`config.mk`:
```
export PLATFORM = sky130hd
export DESIGN_NAME = e1_frame_align
export DESIGN_NICKNAME = d
export VERILOG_FILES = /design/src/rtl/e1fa_pkg.sv /design/src/rtl/e1fa_window.sv /design/src/rtl/e1fa_position.sv /design/src/rtl/e1fa_seq.sv /design/src/rtl/e1_frame_align.sv
export SDC_FILE = /design/constraint.sdc
export NUM_CORES = 1
export LEC_CHECK = 0
export BUFFER_PORTS_ARGS = -buffer_cell sky130_fd_sc_hd__buf_2
export CORE_MARGIN = 2
export CORE_UTILIZATION = 29
export CTS_BUF_LIST = sky130_fd_sc_hd__clkbuf_8
export CTS_CLUSTER_DIAMETER = 100
export DETAILED_ROUTE_END_ITERATION = 16
export GPL_TIMING_DRIVEN = 0
export PLACE_DENSITY = 0.48
export SYNTH_ARGS = -nofsm -noshare
export SYNTH_HDL_FRONTEND = slang
export SYNTH_SLANG_ARGS = --single-unit
```
`constraint.sdc`:
```
create_clock -name clk -period 3.8 [get_ports clk]
set_input_delay 0.95 -clock clk [delete_from_list [all_inputs] [get_ports clk]]
set_output_delay 0.95 -clock clk [all_outputs]
set_load 0.02 [all_outputs]
```
`src/rtl/e1fa_pkg.sv`:
```
package e1fa_pkg;
  typedef enum logic [1:0] {
    ST_HUNT    = 2'd0,
    ST_NFAS    = 2'd1,
    ST_CONFIRM = 2'd2,
    ST_LOCKED  = 2'd3
  } align_state_t;
endpackage

```
`src/rtl/e1fa_window.sv`:
```
module e1fa_window #(
  parameter int          PAT_LEN = 7,
  parameter logic [6:0]  PATTERN = 7'b0011011
) (
  input  logic clk,
  input  logic rst,
  input  logic bit_in,
  input  logic bit_vld,
  output logic match
);
  localparam int HIST = PAT_LEN - 1;

  logic [HIST-1:0]    hist_q;
  logic [PAT_LEN-1:0] cand;
  logic [PAT_LEN-1:0] bit_eq;

  assign cand = {hist_q, bit_in};

  for (genvar i = 0; i < PAT_LEN; i++) begin : g_cmp
    assign bit_eq[i] = (cand[i] == PATTERN[i]);
  end

  assign match = &bit_eq;

  always_ff @(posedge clk) begin
    if (rst) begin
      hist_q <= '0;
    end else if (bit_vld) begin
      hist_q <= {hist_q[HIST-2:0], bit_in};
    end
  end
endmodule

```
`src/rtl/e1fa_position.sv`:
```
module e1fa_position #(
  parameter int FRAME_BITS = 256,
  parameter int LOAD_POS   = 7,
  localparam int POS_W     = $clog2(FRAME_BITS)
) (
  input  logic             clk,
  input  logic             rst,
  input  logic             bit_vld,
  input  logic             load,
  output logic [POS_W-1:0] pos_q,
  output logic             frm_q,
  output logic [POS_W-1:0] nxt_pos,
  output logic             nxt_frm
);
  localparam logic [POS_W-1:0] LAST = POS_W'(FRAME_BITS - 1);
  localparam logic [POS_W-1:0] LPOS = POS_W'(LOAD_POS);

  always_comb begin
    if (pos_q == LAST) begin
      nxt_pos = '0;
      nxt_frm = ~frm_q;
    end else begin
      nxt_pos = pos_q + 1'b1;
      nxt_frm = frm_q;
    end
  end

  always_ff @(posedge clk) begin
    if (rst) begin
      pos_q <= '0;
      frm_q <= 1'b0;
    end else if (bit_vld) begin
      if (load) begin
        pos_q <= LPOS;
        frm_q <= 1'b1;
      end else begin
        pos_q <= nxt_pos;
        frm_q <= nxt_frm;
      end
    end
  end


  hold_chk: assert property (@(posedge clk) disable iff (rst)
    !bit_vld |=> $stable(pos_q) && $stable(frm_q));


  wrap_chk: assert property (@(posedge clk) disable iff (rst)
    (bit_vld && !load && pos_q == LAST) |=> (pos_q == '0) && (frm_q != $past(frm_q)));
endmodule

```
`src/rtl/e1fa_seq.sv`:
```
module e1fa_seq
  import e1fa_pkg::*;
#(
  parameter int FRAME_BITS = 256,
  parameter int FAS_END    = 7,
  parameter int NFAS_POS   = 1,
  parameter int LOSS_LIMIT = 3,
  localparam int POS_W     = $clog2(FRAME_BITS),
  localparam int ERR_W     = $clog2(LOSS_LIMIT + 1)
) (
  input  logic             clk,
  input  logic             rst,
  input  logic             bit_in,
  input  logic             bit_vld,
  input  logic             reframe,
  input  logic             match,
  input  logic [POS_W-1:0] nxt_pos,
  input  logic             nxt_frm,
  output logic             load,
  output logic             sync_n
);
  localparam logic [ERR_W-1:0] ERR_LAST = ERR_W'(LOSS_LIMIT - 1);

  align_state_t     state_q, state_d;
  logic [ERR_W-1:0] err_q, err_d;
  logic             at_fas, at_nfas;

  assign at_fas  = (nxt_pos == POS_W'(FAS_END)) && nxt_frm;
  assign at_nfas = (nxt_pos == POS_W'(NFAS_POS)) && !nxt_frm;

  always_comb begin
    state_d = state_q;
    err_d   = err_q;
    load    = 1'b0;
    if (reframe) begin
      state_d = ST_HUNT;
      err_d   = '0;
    end else if (bit_vld) begin
      unique case (state_q)
        ST_HUNT: begin
          if (match) begin
            load    = 1'b1;
            state_d = ST_NFAS;
          end
        end
        ST_NFAS: begin
          if (at_nfas) state_d = bit_in ? ST_CONFIRM : ST_HUNT;
        end
        ST_CONFIRM: begin
          if (at_fas) begin
            state_d = match ? ST_LOCKED : ST_HUNT;
            err_d   = '0;
          end
        end
        ST_LOCKED: begin
          if (at_fas) begin
            if (match) begin
              err_d = '0;
            end else if (err_q == ERR_LAST) begin
              err_d   = '0;
              state_d = ST_HUNT;
            end else begin
              err_d = err_q + 1'b1;
            end
          end
        end
        default: state_d = ST_HUNT;
      endcase
    end
  end

  always_ff @(posedge clk) begin
    if (rst) begin
      state_q <= ST_HUNT;
      err_q   <= '0;
      sync_n  <= 1'b1;
    end else begin
      state_q <= state_d;
      err_q   <= err_d;
      sync_n  <= (state_d != ST_LOCKED);
    end
  end


  reframe_chk: assert property (@(posedge clk) disable iff (rst)
    reframe |=> sync_n && (state_q == ST_HUNT));


  lock_chk: assert property (@(posedge clk) disable iff (rst)
    $fell(sync_n) |-> $past(state_q) == ST_CONFIRM);


  nfas_zero_chk: assert property (@(posedge clk) disable iff (rst)
    (state_q == ST_NFAS && bit_vld && !reframe && at_nfas && !bit_in) |=> sync_n && (state_q == ST_HUNT));


  loss_chk: assert property (@(posedge clk) disable iff (rst)
    (state_q == ST_LOCKED && bit_vld && !reframe && at_fas && !match && err_q == ERR_LAST) |=> sync_n);


  hunt_status_chk: assert property (@(posedge clk) disable iff (rst)
    (state_q == ST_HUNT) |-> sync_n);
endmodule

```
`src/rtl/e1_frame_align.sv`:
```
module e1_frame_align #(
  parameter int         FRAME_BITS = 256,
  parameter int         PAT_LEN    = 7,
  parameter logic [6:0] PATTERN    = 7'b0011011,
  parameter int         NFAS_POS   = 1,
  parameter int         LOSS_LIMIT = 3,
  localparam int        POS_W      = $clog2(FRAME_BITS)
) (
  input  logic             clk,
  input  logic             rst,
  input  logic             bit_in,
  input  logic             bit_vld,
  input  logic             reframe,
  output logic [POS_W-1:0] bit_pos,
  output logic             fas_frame,
  output logic             sync_n
);
  localparam int FAS_END = PAT_LEN;

  logic             match;
  logic             load;
  logic [POS_W-1:0] nxt_pos;
  logic             nxt_frm;

  e1fa_window #(.PAT_LEN(PAT_LEN), .PATTERN(PATTERN)) u_window (
    .clk(clk), .rst(rst), .bit_in(bit_in), .bit_vld(bit_vld), .match(match)
  );

  e1fa_position #(.FRAME_BITS(FRAME_BITS), .LOAD_POS(FAS_END)) u_position (
    .clk(clk), .rst(rst), .bit_vld(bit_vld), .load(load),
    .pos_q(bit_pos), .frm_q(fas_frame), .nxt_pos(nxt_pos), .nxt_frm(nxt_frm)
  );

  e1fa_seq #(
    .FRAME_BITS(FRAME_BITS), .FAS_END(FAS_END),
    .NFAS_POS(NFAS_POS), .LOSS_LIMIT(LOSS_LIMIT)
  ) u_seq (
    .clk(clk), .rst(rst), .bit_in(bit_in), .bit_vld(bit_vld), .reframe(reframe),
    .match(match), .nxt_pos(nxt_pos), .nxt_frm(nxt_frm),
    .load(load), .sync_n(sync_n)
  );


  detect_chk: assert property (@(posedge clk) disable iff (rst)
    (load && !reframe) |=> (bit_pos == POS_W'(FAS_END)) && fas_frame && sync_n);
endmodule

```
; ---- Yosys cells after proc, flatten, opt, wreduce, memory -nomap -nowiden
; Cells that the tools add are included.
[totals]
ff_bits = 20
input_bits = 5
[op_classes]
n_addsub = 2
eq_ne = 10
n_mux = 24
bitwise_logic = 4
n_reduce_logical = 8
[op_table]
columns = op, count
row1 = $mux W2, 14
row2 = $mux W8, 2
row3 = $add A8 B1 Y8 const B, 1
row4 = $eq A8 B1 Y1 const B, 1
row5 = $eq A8 B3 Y1 const B, 1
row6 = $eq A8 B8 Y1 const B, 1
row7 = $pmux W2 S4, 1
row8 = $reduce_and A7 Y1, 1
row9 = $eq A2 B2 Y1 const B, 3
row10 = $mux W1, 6
row11 = $ne A2 B1 Y1 const B, 2
row12 = $not A1 Y1, 4
row13 = $pmux W2 S2, 1
row14 = $reduce_and A4 Y1, 1
row15 = $add A2 B1 Y2 const B, 1
row16 = $eq A2 B1 Y1 const B, 1
row17 = $logic_and A1 B1 Y1, 2
row18 = $logic_not A2 Y1, 1
row19 = $ne A2 B2 Y1 const B, 1
row20 = $reduce_bool A2 Y1, 1
row21 = $reduce_or A2 Y1, 1
row22 = $logic_not A1 Y1, 1

; ---- Depth between registers and ports, before layout
; Gate-level depths: netlist (run 1).
[depth]
depth_word = 9
depth_mapped = 8
mapped_depth_nobuf = 7

; ---- Modules after synthesis
; A second synthesis (run 1) with hierarchy kept.
[unflattened]
cells_unflattened = 142
hier_area_um2 = 1234.9
[by_module_without_submodules]
columns = mod, n_inst, cells_each, area_per_inst_um2, seq_area_each_um2
row1 = e1fa_position, 1, 81, 630.6, 180.2
row2 = e1fa_seq, 1, 40, 377.9, 100.1
row3 = e1fa_window, 1, 21, 226.5, 120.1

; ---- Least setup slack after synthesis (run 1)
; Ideal clock, no wire load.
[synth_path]
path_kind = register to register
from = register u_position.pos_q[0]
to = register u_seq.err_q[0]
t_arrival_ps = 2306
slack_ps = 1408
stages_incl_launch_ff = 9
n_path_buf = 1
synth_period_minus_slack_ps = 2392
cell_sequence = dfxtp_1 -> ha_1 -> buf_2 -> nand4bb_1 -> o32a_1 -> o32ai_4 -> nand3_2 -> or4_1 -> a211oi_1
[synth_between]
elab_chain_cells = 6
[synth_rtl]
columns = item, line_no
row1 = start: declaration, e1fa_position.sv:10  ; output logic [POS_W-1:0] pos_q,
row2 = start signal: assignment, e1fa_position.sv:37  ; pos_q <= nxt_pos;
row3 = $add A8 B1 Y8 / $eq A8 B8 Y1 (equally long branches), "e1fa_position.sv:23, e1fa_position.sv:19"
row4 = $mux W8, e1fa_position.sv:19  ; if (pos_q == LAST) begin
row5 = $eq A8 B3 Y1, e1fa_seq.sv:28  ; assign at_fas = (nxt_pos == POS_W'(FAS_END)) && nxt_frm;
row6 = $logic_and A1 B1 Y1 (*), e1fa_seq.sv:28
row7 = $ne A2 B1 Y1 (no line), n/a
row8 = $reduce_and A4 Y1 (no line) (*), n/a
row9 = end signal: assignment, e1fa_seq.sv:79  ; err_q <= err_d;
row10 = end: declaration, e1fa_seq.sv:25  ; logic [ERR_W-1:0] err_q, err_d;
; Mark *: on every way between the ends. The rest lies on a longest branch, timed or not.
; A chain may end at the register's enable or synchronous reset.

; ---- Worst setup path after layout (run 1)
; Same ends and word-level chain as after synthesis.

==> flow_summary.ini, run 1 <==
[outcome]
status = complete, no violations

[final_layout]
design_area_sq_um = 1380
n_antenna_cell = 0
fillCellCount = 413
final_nets = 175
drive_gt1_frac = 0.145
area.growth.synth_to_final_pct = 13.9

[logic_synthesis]
synthFlopType = dfxtp_1
async_reset_ff_frac = 0
postSynthAreaPerCell_sq_um = 8.13
ys_seq_area_frac = 0.331
synth_most_common_cell = dfxtp_1
yosysWarnings = 0
synth_area_leaders = dfxtp_1 33%, mux2i_1 5.8%, a21oi_1 5.0%
synth_largest_area_cell = dfxtp_1
synth.ff_latch_count = 20
syn_area_sq_um = 1210
synth-edff-count = 0
synthTopCellsByCount = 20 x dfxtp_1, 15 x nand2_1, 15 x nor2_1
syn_nets = 157
synth_cells = 149
yosysUniqueCellTypes = 41
netlist.area_leader.share = 0.331

[route]
drt_iter0_drc = 41
drc_errors = 0
via_per_inst = 5.32
dr.pass1.iters = 4
drtAntennaViolNets = 0
wl_per_cell_um = 13.2
num_vias = 1143
wirelength_mm = 2.83

[sta]
fin_tns_setup_ns = 0
tightest_slew_ns = 0.518
maxSlewHeadroom = 0.655
timing.final.crit_share = 0.677
slew_viol_final = 0
post-route-min-period_ns = 2.57
holdWs_ns = 0.494
fin_ws_ns = 1.23
rsz0062_at_grt = false
skew_ns = 0.00606
max_freq_mhz = 389
setup_viol = 0
hold_viol = 0

[placed_design]
dp_slack_ns = 1.21
place_area_sq_um = 1340
dp_hpwl_mm = 2.17
place.gp.congestion = 0.822
portBuffers = 13

[clocking]
holdBufCountCts = 0
cts_resized = 0
clock-sinks = 20
root_buffer = clkbuf_8
cts.path.max_buffers = 2
clkTransAtPathRegs_ns = 0.08
clock_latency_ns = 0.26
cts_max_level = 1
numCtsBuffers = 3
cts_tree = yes
post_cts_buffers = 0

[critical_path]
crit_slowest_cell = or4_1
r2r_slack_ns = 1.23
crit_arrival_ns = 2.75
crit_path_max_fanout = 10
rr_worst_depth = 8
worstSetupEndpointType = register
cpPeakStageDelay_ns = 0.52
worstSetupStartpointType = register
reg2reg_from = u_position.pos_q[0]
worstSetupPathType = reg2reg
reg2reg_to = u_seq.err_q[0]
crit_chain = ha_1 > buf_2 > nand4bb_1 > o32a_1 > o32ai_4 > nand3_2 > or4_1 > a211oi_1
critical_path_required_ns = 3.97

[grt]
grt_pass1_wl_mm = 4.69
gr-total-overflow = 0
antenna_found_initial = 0
grtUsageTotal = 0.132
grt_pass1_vias = 1065
grt_max_degree = 11

[floorplanning]
die_height_um = 68.6
start_util = 0.303
die-area_sq_um = 4710
core_sq_um = 4000
die_w_um = 68.6
ios = 15
rows = 23

[min_path]
min_from = u_window.hist_q[0]
hold_end = u_window.hist_q[0]
min_path_type = reg2reg
min_path_cells = 2

[power]
switching_share = 0.244
p_seq_frac = 0.557
total_power_mw = 0.390
vdd_drop_max_uv = 125
p_sw_mw = 0.0952
p_int_mw = 0.295
p_clk_frac = 0.359
power.static_leakage_nw = 0.523
cellPowerDensity_nw_per_um2 = 283
power_frac_comb = 0.084

[flow_run]
drv_cap = 0
==> how the worst max path moves through the flow <==
stage / from / to / depth (start not counted)
global route: u_position.pos_q[0] / u_seq.err_q[0] / 8
floorplan: u_position.pos_q[0] / u_seq.err_q[0] / 8
CTS: u_position.pos_q[0] / u_seq.err_q[0] / 8
global placement: bit_in / u_seq.err_q[0] / 6
finish: u_position.pos_q[0] / u_seq.err_q[0] / 8
detailed placement: bit_in / u_seq.err_q[0] / 6
==> placed cells by master, fill, tap and decap left out, types with 2 or more instances in the layout <==
cell type,Yosys,final
and2_1,4,4
buf_2,1,14
nor2_1,15,15
nand3_1,5,5
clkbuf_8,0,3
o2111ai_1,3,3
and4b_1,2,2
clkbuf_1,2,2
a21oi_1,12,12
nor3_1,6,6
o21ai_0,7,7
dfxtp_1,20,20
xor2_1,3,3
inv_1,8,8
nand4_1,3,3
a211oi_1,4,4
buf_1,3,3
nand2_1,15,15
ha_1,3,3
mux2i_1,7,7
a31o_2,2,2
and3_1,2,2
or4_1,3,3
==> final cells by class <==
cell class / count / area, sq um / area share
plain buffers: 7 / 35.0 / 0.0254
clock buffers: 3 / 41.3 / 0.0299
inverters: 8 / 30.0 / 0.0218
multi-input cells: 114 / 746 / 0.540
flip-flops and latches: 20 / 400 / 0.290
well taps: 50 / 62.6 / 0.0453
repair buffers: 13 / 65.1 / 0.0471
==> metrics by stage <==
step / util / std cells
floorplan: - / 149
global placement: 0.335 / 212
detailed placement: 0.335 / 212
CTS: 0.345 / 215
global route: 0.345 / 215
finish: 0.345 / 215
==> logic make-up (layout without fill, tap and decap cells) <==
group | Yosys count | after routing | share of synthesized area
muxes | 7 | 7 | 0.0579
DFF | 20 | 20 | 0.331
xor gates and xnor gates | 3 | 3 | 0.0217
AOI/OAI and AO/OA | 37 | 37 | 0.221
and+or+nand+nor | 64 | 64 | 0.284
buffers and inverters | 15 | 31 | 0.0537
adders and majority gates | 3 | 3 | 0.0310
==> sequential cells by signal (all words and copies together) (netlist names) <==
name and count:
u_position.pos_q 8, u_window.hist_q 6, u_seq.err_q 2, u_seq.state_q 2, u_position.frm_q 1, u_seq.sync_n 1
==> power groups by stage <==
stage | Sequential, mW | Combinational, mW | Clock [mW]
floorplan | 0.223 | 0.0208 | 0
global placement | 0.222 | 0.0330 | 0
detailed placement | 0.222 | 0.0335 | 0
CTS | 0.217 | 0.0336 | 0.146
global route | 0.218 | 0.0374 | 0.152
finish | 0.217 | 0.0329 | 0.140
==> layer usage <==
metal	global-route usage	vias up	share of wire
li1	-	580	-
met1	0.180	535	0.50
met2	0.210	26	0.45
met3	0.0211	2	0.045
met4	0.0475	0	0.0067
met5	0	-	0
==> critical path, delay by kind of cell, from the launching register on <==
family | cells | cell delay, ns
DFF | 1 | 0.39
buffers and inverters | 1 | 0.18
AOI/OAI and AO/OA | 3 | 0.82
adders and majority gates | 1 | 0.22
and+or+nand+nor | 3 | 0.88
(Power assumes the default switching activity.)
==> run 2: changes to the inputs <==
Clock period 3.8 ns to 2.65 ns, I/O delays scaled along.
==> flow_summary.ini, run 2 (synthesis gave the netlist of run 1 again) <==
[floorplanning]
rows = 23
start_util = 0.303
die-area_sq_um = 4710
die_height_um = 68.6
die_w_um = 68.6
ios = 15
core_sq_um = 4000

[route]
wl_per_cell_um = 13.3
drc_errors = 0
wirelength_mm = 2.89
dr.pass1.iters = 4
drtAntennaViolNets = 0
via_per_inst = 5.34
num_vias = 1164
drt_iter0_drc = 50

[sta]
max_freq_mhz = 399
maxSlewHeadroom = 0.647
skew_ns = 0.00440
slew_viol_final = 0
post-route-min-period_ns = 2.51
fin_tns_setup_ns = 0
hold_viol = 0
setup_viol = 0
rsz0062_at_grt = false
tightest_slew_ns = 0.530
timing.final.crit_share = 0.946

[final_layout]
top_register = u_position.pos_q
n_antenna_cell = 0
fillCellCount = 412
final_common_cell = dfxtp_1
largest_reg_flops = 8
final_nets = 178
area.growth.synth_to_final_pct = 16.7
top_regs = u_position.pos_q (8), u_window.hist_q (6)
mostFrequentLayoutCells = 18 x dfxtp_1, 15 x nor2_1, 15 x nand2_1
drive_gt1_frac = 0.185

[critical_path]
r2r_slack_ns = 0.14
reg2reg_from = u_position.pos_q[0]
worstSetupStartpointType = register
crit_family = simple AND/OR/NAND/NOR gates
rr_worst_depth = 8
worstSetupPathType = reg2reg
cpPeakStageDelay_ns = 0.54
startpoint = u_position.pos_q[0]
crit_chain = ha_1 > buf_2 > nand4bb_1 > o32a_1 > o32ai_4 > nand3_2 > or4_4 > a211oi_2
critical_path_required_ns = 2.83
crit_slowest_cell = or4_4
crit_arrival_ns = 2.69
reg2reg_to = u_seq.err_q[0]
worstSetupEndpointType = register
critical_path_depth = 8
cp_num_buf_inv = 1
crit_path_max_fanout = 10

[clocking]
clock_latency_ns = 0.26
clkTransAtPathRegs_ns = 0.08
numCtsBuffers = 3
clock-sinks = 20
cts_max_level = 1
cts_tree = yes
cts.path.max_buffers = 2
root_buffer = clkbuf_8

[grt]
grt_pass1_vias = 1065
grt_max_degree = 11
grtUsageTotal = 0.132
antenna_found_initial = 0
gr-total-overflow = 0
grt_pass1_wl_mm = 4.69

[min_path]
hold_end = u_window.hist_q[0]
min_path_type = reg2reg
min_path_cells = 2
min_from = u_window.hist_q[0]

[power]
vdd_drop_max_uv = 180
cellPowerDensity_nw_per_um2 = 397
total_power_mw = 0.562
power.static_leakage_nw = 0.538

[placed_design]
dp_hpwl_mm = 2.17
portBuffers = 13
place.gp.congestion = 0.822

[outcome]
status = complete, no violations

[flow_run]
drv_cap = 0
## run 2: cell count changes in the layout (fill, tap and decap cells not counted)
cell	previous run	this run
buf_4	0	3
or4_4	0	1
a211oi_1	4	3
dfxtp_2	0	2
a211oi_2	0	1
dfxtp_1	20	18
or4_1	3	2
## run 2: cell type report
| cell class | instances | area, sq um | area share |
|---|---|---|---|
| timing repair buffer | 16 | 87.6 | 0.0619 |
| tap | 50 | 62.6 | 0.0442 |
| multi-input combinational | 114 | 754 | 0.534 |
| inverter | 8 | 30.0 | 0.0212 |
| clock buffer | 3 | 41.3 | 0.0292 |
| buffer | 7 | 35.0 | 0.0248 |
| sequential | 20 | 403 | 0.285 |
## run 2: worst min-delay path: cells and delay by family (launching register included)
kind	cells	cell delay, ns
simple gates	1	0.07
flops	1	0.33
compound gates	1	0.06
## run 2: power breakdown
group	leakage [nW]	total (mW)	internal, mW	switching (mW)
combinational	0.354	0.0478	0.0175	0.0303
clock	0.0216	0.202	0.101	0.100
sequential	0.162	0.312	0.305	0.00688
## run 2: what timing repair did
action	CTS	global route
hold buffers	0	0
endpoints found under the setup margin	0	2
gates resized for setup	0	4
setup buffers	0	3
## run 2: how the worst max path moves through the flow
| stage | to | slack [ns] |
|---|---|---|
| floorplan | u_seq.err_q[0] | 0.26 |
| global placement | u_seq.err_q[0] | 0.16 |
| detailed placement | u_seq.err_q[0] | 0.11 |
| CTS | u_seq.err_q[0] | 0.06 |
| global route | u_seq.err_q[0] | 0.01 |
| finish | u_seq.err_q[0] | 0.14 |
## run 2: through the flow
stage	utilization	hold slack, ns	cells	area, sq um	setup WS [ns]
2_1_floorplan	-	0.453	149	1210	0.258
3_5_place_dp	0.335	0.489	212	1340	0.112
6_report	0.353	0.494	218	1410	0.143
3_3_place_gp	0.335	0.482	212	1340	0.157
4_1_cts	0.345	0.498	215	1380	0.0644
5_1_grt	0.353	0.536	218	1410	0.0132
## run 2: per-layer routing
metal,vias to the layer above,part of all wire,global-route usage
met5,-,0,0
met4,0,0.0076,0.0475
met3,4,0.046,0.0211
met2,25,0.45,0.210
met1,551,0.49,0.180
li1,584,-,-
